===== src/rtl/pack_sat_pkg.sv =====
package pack_sat_pkg;
  typedef enum logic {
    RANGE_SIGNED   = 1'b0,
    RANGE_UNSIGNED = 1'b1
  } range_mode_e;
endpackage


===== src/rtl/pack_sat_pos_check.sv =====
module pack_sat_pos_check
  import pack_sat_pkg::*;
#(
  parameter int LANE_W = 16,
  parameter int POS_W  = 5
) (
  input  range_mode_e       mode,
  input  logic [POS_W-1:0]  sat_pos,
  output logic              legal
);
  localparam int MAX_SIGNED   = LANE_W;
  localparam int MAX_UNSIGNED = LANE_W - 1;

  always_comb begin
    if (mode == RANGE_UNSIGNED)
      legal = (32'(sat_pos) <= MAX_UNSIGNED);
    else
      legal = (sat_pos != '0) && (32'(sat_pos) <= MAX_SIGNED);
  end
endmodule


===== src/rtl/pack_sat_lane.sv =====
module pack_sat_lane
  import pack_sat_pkg::*;
#(
  parameter int LANE_W = 16,
  parameter int POS_W  = 5
) (
  input  logic [LANE_W-1:0] lane_in,
  input  range_mode_e       mode,
  input  logic [POS_W-1:0]  sat_pos,
  output logic [LANE_W-1:0] lane_out,
  output logic              clamped
);
  localparam int EW = LANE_W + 2;

  logic signed [EW-1:0] x_ext;
  logic signed [EW-1:0] hi_b;
  logic signed [EW-1:0] lo_b;
  logic        [POS_W-1:0] shamt;
  logic        [EW-1:0] pow2;

  always_comb begin
    x_ext = EW'($signed(lane_in));
    shamt = (mode == RANGE_UNSIGNED) ? sat_pos : (sat_pos - POS_W'(1));
    pow2  = EW'(1) << shamt;
    hi_b  = $signed(pow2 - EW'(1));
    if (mode == RANGE_UNSIGNED)
      lo_b = '0;
    else
      lo_b = $signed(EW'(0) - pow2);

    if (x_ext > hi_b) begin
      lane_out = hi_b[LANE_W-1:0];
      clamped  = 1'b1;
    end else if (x_ext < lo_b) begin
      lane_out = lo_b[LANE_W-1:0];
      clamped  = 1'b1;
    end else begin
      lane_out = lane_in;
      clamped  = 1'b0;
    end
  end
endmodule


===== src/rtl/pack_sat_unit.sv =====
module pack_sat_unit
  import pack_sat_pkg::*;
#(
  parameter int LANE_W = 16,
  parameter int LANES  = 2,
  parameter int POS_W  = $clog2(LANE_W) + 1
) (
  input  logic                    clk,
  input  logic                    rst,
  input  logic                    in_valid,
  input  logic                    exec_en,
  input  logic                    mode_uns,
  input  logic [POS_W-1:0]        sat_pos,
  input  logic [LANE_W*LANES-1:0] operand,
  input  logic                    flag_clr,
  output logic                    out_valid,
  output logic [LANE_W*LANES-1:0] out_data,
  output logic                    sat_flag,
  output logic                    bad_pos
);
  localparam int DW = LANE_W * LANES;

  range_mode_e    mode;
  logic           pos_ok;
  logic           fire;
  logic [DW-1:0]  packed_res;
  logic [LANES-1:0] lane_hit;

  assign mode = range_mode_e'(mode_uns);
  assign fire = in_valid & exec_en;

  pack_sat_pos_check #(.LANE_W(LANE_W), .POS_W(POS_W)) u_pos (
    .mode    (mode),
    .sat_pos (sat_pos),
    .legal   (pos_ok)
  );

  for (genvar g = 0; g < LANES; g++) begin : g_lane
    pack_sat_lane #(.LANE_W(LANE_W), .POS_W(POS_W)) u_lane (
      .lane_in  (operand[g*LANE_W +: LANE_W]),
      .mode     (mode),
      .sat_pos  (sat_pos),
      .lane_out (packed_res[g*LANE_W +: LANE_W]),
      .clamped  (lane_hit[g])
    );
  end

  always_ff @(posedge clk) begin
    if (rst) begin
      out_valid <= 1'b0;
      out_data  <= '0;
      bad_pos   <= 1'b0;
      sat_flag  <= 1'b0;
    end else begin
      out_valid <= fire;
      bad_pos   <= fire & ~pos_ok;
      if (fire)
        out_data <= pos_ok ? packed_res : operand;
      if (fire && pos_ok && (|lane_hit))
        sat_flag <= 1'b1;
      else if (flag_clr)
        sat_flag <= 1'b0;
    end
  end
endmodule


===== config.mk =====
export PLATFORM = sky130hd
export DESIGN_NAME = pack_sat_unit
export DESIGN_NICKNAME = d
export VERILOG_FILES = /design/src/rtl/pack_sat_pkg.sv /design/src/rtl/pack_sat_pos_check.sv /design/src/rtl/pack_sat_lane.sv /design/src/rtl/pack_sat_unit.sv
export SDC_FILE = /design/constraint.sdc
export NUM_CORES = 1
export LEC_CHECK = 0
export ABC_AREA = 1
export CAP_MARGIN = 20
export CORE_MARGIN = 5
export CORE_UTILIZATION = 50
export CTS_BUF_LIST = sky130_fd_sc_hd__clkbuf_8 sky130_fd_sc_hd__clkbuf_16
export DETAILED_ROUTE_END_ITERATION = 7
export PLACE_DENSITY_LB_ADDON = 0.1
export REMOVE_ABC_BUFFERS = 1
export SETUP_SLACK_MARGIN = 0.05
export SYNTH_ARGS = -nofsm -noshare
export SYNTH_HDL_FRONTEND = slang
export SYNTH_SLANG_ARGS = --single-unit

===== constraint.sdc =====
create_clock -name clk -period 4.5 [get_ports clk]
set_input_delay 0.675 -clock clk [delete_from_list [all_inputs] [get_ports clk]]
set_output_delay 0.675 -clock clk [all_outputs]
set_load 0.02 [all_outputs]

==> qor.yml <==
synthesis:
  synth_seq_area_share_pct: 14.12
  synth-edff-count: 0
  synthTopCellsByCount: "nand2_1, nand3_1, inv_1"
  postSynthAreaPerCell_um2: 6.022
  synthCells: 824
  synth_top_cell_area_share_pct: 16.89
  synth_area_leaders: "ha_1, nand2_1, dfxtp_1, nand3_1, inv_1"
  synth_largest_area_cell: "ha_1"
  synth_ff_type: "dfxtp_1"
  synth-seq-cells: 35
  yosysWarnings: 0
  syn-cell-area_mm2: 0.004962
  ys_async_sr_fraction_pct: 0
  ys_types: 45
  synth.most_common_cell: "nand2_1"
worst_setup_path:
  r2r_setup_slack_ps: 3710
  critPathLaunchType: "input port"
  r2r_start: "out_data[28]$_SDFFE_PP0P_"
  reg2reg_depth: 4
  worstPathMaxFanout: 5
  r2r-end: "out_data[28]$_SDFFE_PP0P_"
  crit_family: "buffers and inverters"
  slowest_stage: "ha_4"
  crit_buf_inv: 11
  cp-end-kind: "flip-flop"
  worst_ep_required_time_ps: 4680
  max_stage_delay_ps: 280
  cp_common_cell: "buf_4"
  critPathKind: "input port to flip-flop"
  cp.arrival_ps: 4410
cts:
  clock_sinks: 35
  clk_latency_ps: 310
  htree_levels: 2
  cts_root_buf: "clkbuf_8"
  holdBufCountCts: 0
  cts_tree: "yes"
  cts_buffers: 5
  path_clk_slew_ps: 80
  clock_path_buffers: 2
global_routing:
  antenna_found_initial: 0
  grt_usage_pct: 31.19
  grt_pass1_wl_mm: 29.48
  grt_overflow: 0
  grt_max_degree: 36
  first_global_vias: 6316
floorplan:
  die_area_mm2: 0.01202
  core_mm2: 0.009729
  initial_utilization_pct: 51.00
  die_x_um: 109.6
  io_pins: 78
  dieHeight_um: 109.6
  rows: 36
placed_design:
  globalplace.congestion: 1.018
  dpl.hpwl_mm: 13.69
  port_buffers: 77
  place_inst: 1121
power_and_ir_drop:
  power_density_mw_per_mm2: 232.3
  p_leak_uw: 0.003480
  ir_worst_vdd_uv: 167.5
detailed_routing:
  wire_per_inst_um: 16.54
  routed_wl_mm: 18.99
  vias: 6443
  firstDrtPassIters: 5
  routed_via_density: 5.612
  drtIter0Drc: 443
  ant_nets: 0
  drc: 0
sta:
  fin_worst_skew_ps: 0
  finalMaxSlewViolations: 0
  setup_viol: 0
  tightest_slew_ps: 727.7
  hold_viol: 0
  grt_setup_unrepaired: "false"
  tns_ps: 0
  fmax_mhz: 236.8
  layout_min_cycle_time_ps: 4223
  slew_headroom_pct: 51.33
  period_share_pct: 93.85
hold_path:
  min_path_cells: 2
  min_to: "sat_flag$_SDFFE_PP0P_"
  min_from: "sat_flag$_SDFFE_PP0P_"
  hold_path.class: "flip-flop to flip-flop"
finish:
  fillers: 798
  layout-drive-gt1-share_pct: 24.53
  fin_cells: 1148
  num-nets-final: 1124
  syn_to_final_growth_pct: 46.55
  n_antenna_cell: 0
job:
  drv_cap: 0
status:
  status: "finished clean"
where the power goes:
group / switching, uW / internal (uW) / leakage, uW / total (uW)
logic: 617 / 477 / 0.00315 / 1090
registers: 12.3 / 334 / 0.000286 / 346
clock network: 143 / 106 / 0.0000453 / 249
total: 772 / 917 / 0.00348 / 1690
cells in the final DEF, fill, tap and decap left out, types with 5 or more instances in the layout:
cell,count
a21oi_1,60
a21oi_2,6
buf_4,122
buf_6,5
clkbuf_8,5
clkdlybuf4s50_1,72
dfxtp_1,35
ha_1,61
inv_1,98
inv_2,11
nand2_1,204
nand2_2,20
nand2_4,6
nand3_1,112
nand3_2,11
nand4_1,13
nor2_1,32
nor2_2,10
nor2_4,10
o21ai_0,29
o21ai_1,19
o21ai_2,5
worst max-delay path by stage:
stage                     slack [ps]                        end  depth (start not counted)        from
final                            280      sat_flag$_SDFFE_PP0P_                         32  sat_pos[1]
after global routing              60      sat_flag$_SDFFE_PP0P_                         35  sat_pos[0]
after CTS                         90  out_data[26]$_SDFFE_PP0P_                         30  sat_pos[2]
after detailed placement        -790   out_data[4]$_SDFFE_PP0P_                         33  sat_pos[0]
after global placement          -600  out_data[10]$_SDFFE_PP0P_                         28  sat_pos[0]
after floorplan                  320  out_data[27]$_SDFFE_PP0P_                         31  sat_pos[0]
flip-flops by register name, indices dropped and copies added, names as in the netlist:
name       flops
bad_pos        1
out_data      32
out_valid      1
sat_flag       1
routing by layer:
metal  wire (um)  global-route usage (%)  vias to the layer above
met5           0                       0                        -
met4         738                   14.43                        0
met3        1430                   4.991                       63
met2        9419                   56.63                      286
met1        7400                   35.50                     2970
li1            -                       -                     3124
per-stage QoR:
stage	setup WS, ps	hold slack [ps]	util (%)	power (uW)	instance area, um^2
floorplan	320.4	534.0	-	863.5	4798
global placement	-599.8	454.3	68.35	1263	6650
detailed placement	-787.1	469.4	68.35	1292	6650
CTS	91.30	481.7	72.53	1625	7057
global route	59.97	524.5	74.74	1803	7272
finish	276.9	478.3	74.74	1689	7272
what timing repair did:
action                                  in CTS  in global routing
resized for setup                           55                 59
cloned                                       2                  0
pin swaps                                   19                 30
endpoints found under the setup margin      33                 33
buffers inserted                            12                  5
area by class of cell:
class	count	area, um^2	share of cell area, %
inverter	113	439.2	6.039
sequential	35	700.7	9.635
multi-input combinational	649	4000	55.01
tap	133	166.4	2.288
clock inverter	3	16.27	0.2237
clock buffer	5	68.82	0.9463
timing repair buffer	210	1881	25.86
worst reg2reg max path: stages (launching register included):
cell     delay (ps)
dfxtp_1         370
nand2_1          60
o21ai_0         100
inv_1            60
a21oi_1         140
logic make-up (layout without fill, tap and decap cells):
kind of cell	Yosys count	count (layout)	share of synthesized area (%)
and+or+nand+nor	438	438	40.85
buffers and inverters	140	331	11.90
AOI/OAI and AO/OA	139	139	15.36
adders and majority gates	67	67	16.89
DFF	35	35	14.12
xor gates and xnor gates	5	5	0.8825
Note: power is estimated with default switching activity, not from simulation.
